$ cat src/rtl/bfield_stream_rx.sv
module bfield_stream_rx #(
  parameter int WORD_W = 208,
  parameter int VAL_W  = 32
) (
  input  logic              clk,
  input  logic              rst_n,
  input  logic [WORD_W-1:0] rx_word,
  input  logic              rx_valid,
  input  logic              rx_first,
  input  logic              rx_last,
  output logic              rx_req,
  output logic [VAL_W-1:0]  field_out,
  output logic              field_valid,
  output logic              field_upd
);
  localparam logic [VAL_W-1:0] MID_CODE = {1'b1, {(VAL_W-1){1'b0}}};

  logic             open_q;
  logic [VAL_W-1:0] cap_q;

  wire             take   = rx_valid & rst_n;
  wire [VAL_W-1:0] low    = rx_word[VAL_W-1:0];
  wire             commit = take & rx_last & (rx_first | open_q);
  wire [VAL_W-1:0] src    = rx_first ? low : cap_q;

  assign rx_req = rst_n;

  always_ff @(posedge clk) begin
    if (!rst_n) begin
      open_q      <= 1'b0;
      cap_q       <= '0;
      field_out   <= MID_CODE;
      field_valid <= 1'b0;
      field_upd   <= 1'b0;
    end else begin
      field_upd <= commit;
      if (commit) begin
        field_out   <= src ^ MID_CODE;
        field_valid <= 1'b1;
      end
      if (take) begin
        if (rx_first) cap_q <= low;
        if (rx_first | rx_last) open_q <= rx_first & ~rx_last;
      end
    end
  end

  AST_VALID_STICKY: assert property (@(posedge clk) disable iff (!rst_n)
    field_valid |=> field_valid);
  AST_UPD_SETS_VALID: assert property (@(posedge clk) disable iff (!rst_n)
    field_upd |-> field_valid);
  AST_CHANGE_NEEDS_UPD: assert property (@(posedge clk) disable iff (!rst_n)
    !$stable(field_out) |-> field_upd);
  AST_UPD_AFTER_LAST: assert property (@(posedge clk) disable iff (!rst_n)
    field_upd |-> $past(rx_valid && rx_last));
  AST_SINGLE_ENCODE: assert property (@(posedge clk) disable iff (!rst_n)
    $past(rst_n && rx_valid && rx_first && rx_last) |->
      field_out == {~$past(rx_word[VAL_W-1]), $past(rx_word[VAL_W-2:0])});
  AST_REQ_OUT_OF_RESET: assert property (@(posedge clk)
    rst_n |-> rx_req);
endmodule

$ cat config.mk
export PLATFORM = sky130hd
export DESIGN_NAME = bfield_stream_rx
export DESIGN_NICKNAME = d
export VERILOG_FILES = /design/src/rtl/bfield_stream_rx.sv
export SDC_FILE = /design/constraint.sdc
export NUM_CORES = 1
export LEC_CHECK = 0
export BUFFER_PORTS_ARGS = -buffer_cell sky130_fd_sc_hd__clkbuf_2
export CAP_MARGIN = 20
export CORE_MARGIN = 10
export CORE_UTILIZATION = 39
export CTS_CLUSTER_DIAMETER = 40
export DETAILED_ROUTE_END_ITERATION = 6
export PLACE_DENSITY_LB_ADDON = 0.1
export SLEW_MARGIN = 10
export SYNTH_ARGS = -nofsm -noshare
export SYNTH_HDL_FRONTEND = slang
export SYNTH_SLANG_ARGS = --single-unit
$ cat constraint.sdc
create_clock -name clk -period 1.6 [get_ports clk]
set_input_delay 0.32 -clock clk [delete_from_list [all_inputs] [get_ports clk]]
set_output_delay 0.32 -clock clk [all_outputs]
set_load 0.03 [all_outputs]
==> results.yml, run 1 <==
status:
  outcome: "finished, final reports clean"
floorplanning:
  die_w_um: 107
  rows: 31
  ios: 248
  core_mm2: 0.00733
  initial_utilization_pct: 40.7
  die_h_um: 107
  dieArea_mm2: 0.0116
setup_path:
  critPathCaptureType: "output port"
  crit_buf_inv: 1
  worstPathArrival_ns: 0.91
  path_max_fanout: 2
  critPathRequiredTime_ns: 1.28
  crit_path_max_incr_delay_ns: 0.37
  worstPathCellList: "clkbuf_2"
  cp_top_family: "flip-flops"
  cpMaxStageDelayCell: "dfxtp_1"
  start_kind: "register"
  critPathKind: "reg2out"
cts:
  cts.reportedPaths.clkPinSlew_ns: 0.06
  htreeDepth: 3
  post-cts-setup-buffer-count: 0
  post_cts_resized: 0
  clk_latency_ns: 0.33
  cts.path.max_buffers: 2
  hold_buffers: 0
  clockRootBuffer: "clkbuf_8"
  tritoncts: "yes"
  numCtsBuffers: 9
  clkSinkCount: 67
routing:
  wl_um: 6720
  ant_nets: 0
  drcViolationCount: 0
  post_drt_via_cell_ratio: 4.88
  routedWlPerCell_um: 14.6
  num_vias: 2251
  dr.pass1.iters: 4
  drt-initial-drc-count: 62
global_route:
  grt_overflow: 0
  antenna_found_initial: 0
  grt_pass1_vias: 2251
  grt_pass1_wl_um: 11000
  grt_max_degree: 59
  grt_use_total_pct: 11.8
logic_synthesis:
  syn_nets: 507
  netlist_area_mm2: 0.00299
  synthCells: 294
  ys_seq_area_share_pct: 44.9
  yosys_warnings: 0
  synth_cell_types: 20
  syn_area_per_cell_um2: 10.2
  synth-seq-cells: 67
  synthDominantCellAreaShare_pct: 44.9
  synth_area_leaders: "dfxtp_1 (45%), mux2i_1 (21%), a21bo_2 (8.4%)"
  synth_top_area_cell: "dfxtp_1"
final_layout:
  final_common_cell: "clkbuf_2"
  num_antenna_cells: 0
  drive_gt1_share_pct: 34.3
  postLayoutCellArea_mm2: 0.00361
  utilization_pct: 49.2
  nNetsFinal: 572
  layout_common_cells: "clkbuf_2 (70), dfxtp_1 (67), mux2i_1 (63), a21oi_1 (33), nand3_1 (32)"
  area_delta_synth_final_pct: 20.9
sta:
  fin_crit_ns: 1.23
  hold_viol: 0
  slew_viol_final: 0
  setup_viol: 0
  fin_skew_ns: 0.00874
  final.setup.worst_slack_ns: 0.367
  worstMarginPinSlew_ns: 0.297
  fmax_mhz: 811
  post-route-period-util_pct: 77.1
  maxSlewHeadroom_pct: 80.2
  timing.setup.tns_ns: 0
  grt_setup_unrepaired: "no"
min_path:
  worst_hold_path_type: "in2reg"
placement:
  dpl_cell_area_mm2: 0.00341
  gp_congestion: 0.685
  preCtsSetupSlack_ns: 0.313
  hpwl_um: 4650
  portBuffers: 71
power_and_ir_drop:
  ir_drop_mv: 0.452
  powerDensity_mw_per_mm2: 1010
  p_leak_uw: 0.00176
  power_uw: 3630
run:
  cap_violations: 0
-- state kept, by name, indices dropped and copies added, names as in the netlist --
name / count
cap_q: 32
open_q: 1
field_valid: 1
field_out: 32
field_upd: 1
-- final timing paths --
check	slack (ns)	to	depth (start not counted)	startpoint
max	0.37	field_out[14]	1	field_out[14]
min	0.23	open_q	2	rx_last
max reg2reg	0.45	field_out[29]	3	open_q
min reg2reg	0.46	field_out[9]	2	field_out[9]
-- cell type report --
class / instances / area, um^2
repair buffers: 83 / 485
inverters: 2 / 7.51
clock inverters: 2 / 35.0
flip-flops and latches: 67 / 1340
well taps: 99 / 124
fillers: 705 / 3720
multi-input cells: 196 / 1450
clock buffers: 12 / 165
-- cells in the mapped netlist --
master / instances
dfxtp_1: 67
mux2_1: 1
nand2_1: 31
buf_6: 2
buf_8: 3
inv_1: 1
a21bo_1: 7
inv_2: 1
o2111ai_4: 1
buf_1: 2
buf_4: 4
a211oi_1: 1
a21oi_1: 33
buf_2: 10
clkbuf_1: 8
nand3_1: 32
mux2i_1: 63
o21a_1: 1
nor2b_1: 1
a21bo_2: 25
-- report_power, final --
group	total (uW)	switching (uW)	internal, uW
logic	447	256	191
clock network	1420	592	829
registers	1760	29.0	1730
-- through the flow --
step	hold slack (ns)	instances
2_1_floorplan	0.421	294
3_3_place_gp	0.444	447
3_5_place_dp	0.451	447
4_1_cts	0.221	461
5_1_grt	0.237	461
6_report	0.235	461
-- cells by family after synthesis --
logic type	after synthesis	synth area share, %
buf+inv	31	6.45
compound gates	68	17.6
simple gates	64	9.47
flops	67	44.9
mux	64	21.5
-- routing by layer --
metal	GRT usage [%]	vias up	routed length [um]
li1	-	1160	-
met1	14.5	1028	3200
met2	17.6	56	2840
met3	5.15	7	600
met4	4.87	0	82
met5	0	-	0
Power figures use the tool's default switching activity.
==> inputs of run 2 (changes only) <==
--- a/config.mk
+++ b/config.mk
@@ -8,7 +8,7 @@
 export BUFFER_PORTS_ARGS = -buffer_cell sky130_fd_sc_hd__clkbuf_2
 export CAP_MARGIN = 20
 export CORE_MARGIN = 10
-export CORE_UTILIZATION = 39
+export CORE_UTILIZATION = 35
 export CTS_CLUSTER_DIAMETER = 40
 export DETAILED_ROUTE_END_ITERATION = 6
 export PLACE_DENSITY_LB_ADDON = 0.1
==> constraint.sdc (replaced) <==
create_clock -name clk -period 1.1 [get_ports clk]
set_input_delay 0.22 -clock clk [delete_from_list [all_inputs] [get_ports clk]]
set_output_delay 0.22 -clock clk [all_outputs]
set_load 0.03 [all_outputs]
==> run 2 against run 1 <==
The run now ends with negative setup slack left. Via count rose by 2.5%. Utilization rose by 1.4 points. Wire length rose by 9.4%. Non-clock buffer count rose by 12. Hold slack got worse by 0.13 ns. Clock-buffer cell count fell by 1. Clock power rose by 65%. Global-route usage rose by 0.28 points. Sequential cell count did not move. Critical path depth rose by 3. First-iteration DRC count fell by 19%. Worst setup slack got worse by 0.41 ns. Largest cell class unchanged.
==> results.yml, run 2 (synthesis gave the netlist of run 1 again) <==
sta:
  maxSlewHeadroom_pct: 84.2
  final.setup.worst_slack_ns: -0.0391
  setup_viol: 10
  slew_viol_final: 0
  fmax_mhz: 878
  hold_viol: 0
  grt_setup_unrepaired: "yes"
  worstMarginPinSlew_ns: 0.237
  post-route-period-util_pct: 104
  fin_skew_ns: 0.00979
  fin_crit_ns: 1.14
  timing.setup.tns_ns: -0.182
floorplanning:
  dieArea_mm2: 0.0126
  initial_utilization_pct: 36.2
  die_h_um: 112
  die_w_um: 112
  ios: 248
  rows: 33
  core_mm2: 0.00826
setup_path:
  crit_buf_inv: 2
  worstPathArrival_ns: 1.41
  critPathKind: "reg2reg"
  critPathCaptureType: "register"
  cpMaxStageDelayCell: "dfxtp_2"
  r2r_slack_ns: -0.04
  path_max_fanout: 6
  worstPathCellList: "o2111ai_4, buf_6, buf_12, mux2i_1"
  critPathRequiredTime_ns: 1.37
  start_kind: "register"
  crit_path_max_incr_delay_ns: 0.34
  cp_top_family: "flip-flops"
routing:
  drt-initial-drc-count: 50
  ant_nets: 0
  dr.pass1.iters: 4
  num_vias: 2307
  wl_um: 7350
  routedWlPerCell_um: 15.3
  drcViolationCount: 0
  post_drt_via_cell_ratio: 4.80
placement:
  portBuffers: 71
  gp_congestion: 0.652
  hpwl_um: 4940
  preCtsSetupSlack_ns: -0.0795
final_layout:
  area_delta_synth_final_pct: 39.9
  num_antenna_cells: 0
  layout_common_cells: "mux2i_1 (63), clkbuf_8 (38), clkbuf_2 (36), dfxtp_2 (34)"
  largestRegisters: "cap_q (32), field_out (32)"
  drive_gt1_share_pct: 45.7
  final_common_cell: "mux2i_1"
  nNetsFinal: 584
global_route:
  grt_overflow: 0
  grt_pass1_wl_um: 12300
  antenna_found_initial: 0
  grt_pass1_vias: 2409
  grt_use_total_pct: 12.1
  grt_max_degree: 37
cts:
  cts.path.max_buffers: 2
  clockRootBuffer: "clkbuf_8"
  htreeDepth: 3
  tritoncts: "yes"
  cts.reportedPaths.clkPinSlew_ns: 0.08
  numCtsBuffers: 9
  clkSinkCount: 67
  clk_latency_ns: 0.35
status:
  outcome: "finished with violations"
  violations: "negative setup slack"
power_and_ir_drop:
  powerDensity_mw_per_mm2: 1370
  p_leak_uw: 0.00196
  power_uw: 5710
  ir_drop_mv: 0.847
min_path:
  worst_hold_path_type: "in2reg"
run:
  cap_violations: 0
-- run 2: cell types whose count changed in the layout (fill, tap and decap cells not counted), sizes merged --
cell    before  now
clkbuf      82   74
buf         13   32
bufinv       1    2
clkinv       1    3
-- run 2: per-stage QoR --
step | cell area [um^2] | utilization, % | cells | hold slack (ns)
after floorplan | 2990 | - | 294 | 0.321
after global placement | 3560 | 43.1 | 460 | 0.445
after detailed placement | 3560 | 43.1 | 460 | 0.453
after CTS | 4170 | 50.4 | 481 | 0.0961
after global routing | 4180 | 50.6 | 481 | 0.0981
final | 4180 | 50.6 | 481 | 0.105
-- run 2: worst paths after layout --
kind,startpoint,end,depth (start not counted)
max,open_q,field_out[4],4
min,rx_last,open_q,2
max reg2reg,open_q,field_out[4],4
min reg2reg,field_out[15],field_out[15],2
-- run 2: area by class of cell --
type                            instances  area [um^2]
Fill cell                             791         4080
Multi-Input combinational cell        196         1450
Sequential cell                        67         1380
Tap cell                              105          131
Clock buffer                           11          151
Inverter                                2         7.51
Clock inverter                          5         75.1
Timing Repair Buffer                   95          977
-- run 2: repair_timing --
item                       4_1_cts  5_1_grt
hold buffers                     0        0
pin swaps                        1        0
cloned                           2        0
setup endpoints to repair       56       62
setup buffers                    3        2
gates resized for setup         80       34
-- run 2: metal layers --
layer	share of wire [%]	global-route usage [%]	up-vias
li1	-	-	1186
met1	50	16.3	1058
met2	42	16.6	55
met3	6.9	5.59	8
met4	1.6	3.81	0
met5	0	0	-
-- run 2: power breakdown --
part | leakage (uW) | switching (uW) | internal (uW) | total, uW
registers | 0.000561 | 49.3 | 2530 | 2580
clock network | 0.000119 | 964 | 1390 | 2350
logic | 0.00128 | 388 | 395 | 783
total | 0.00196 | 1400 | 4310 | 5710
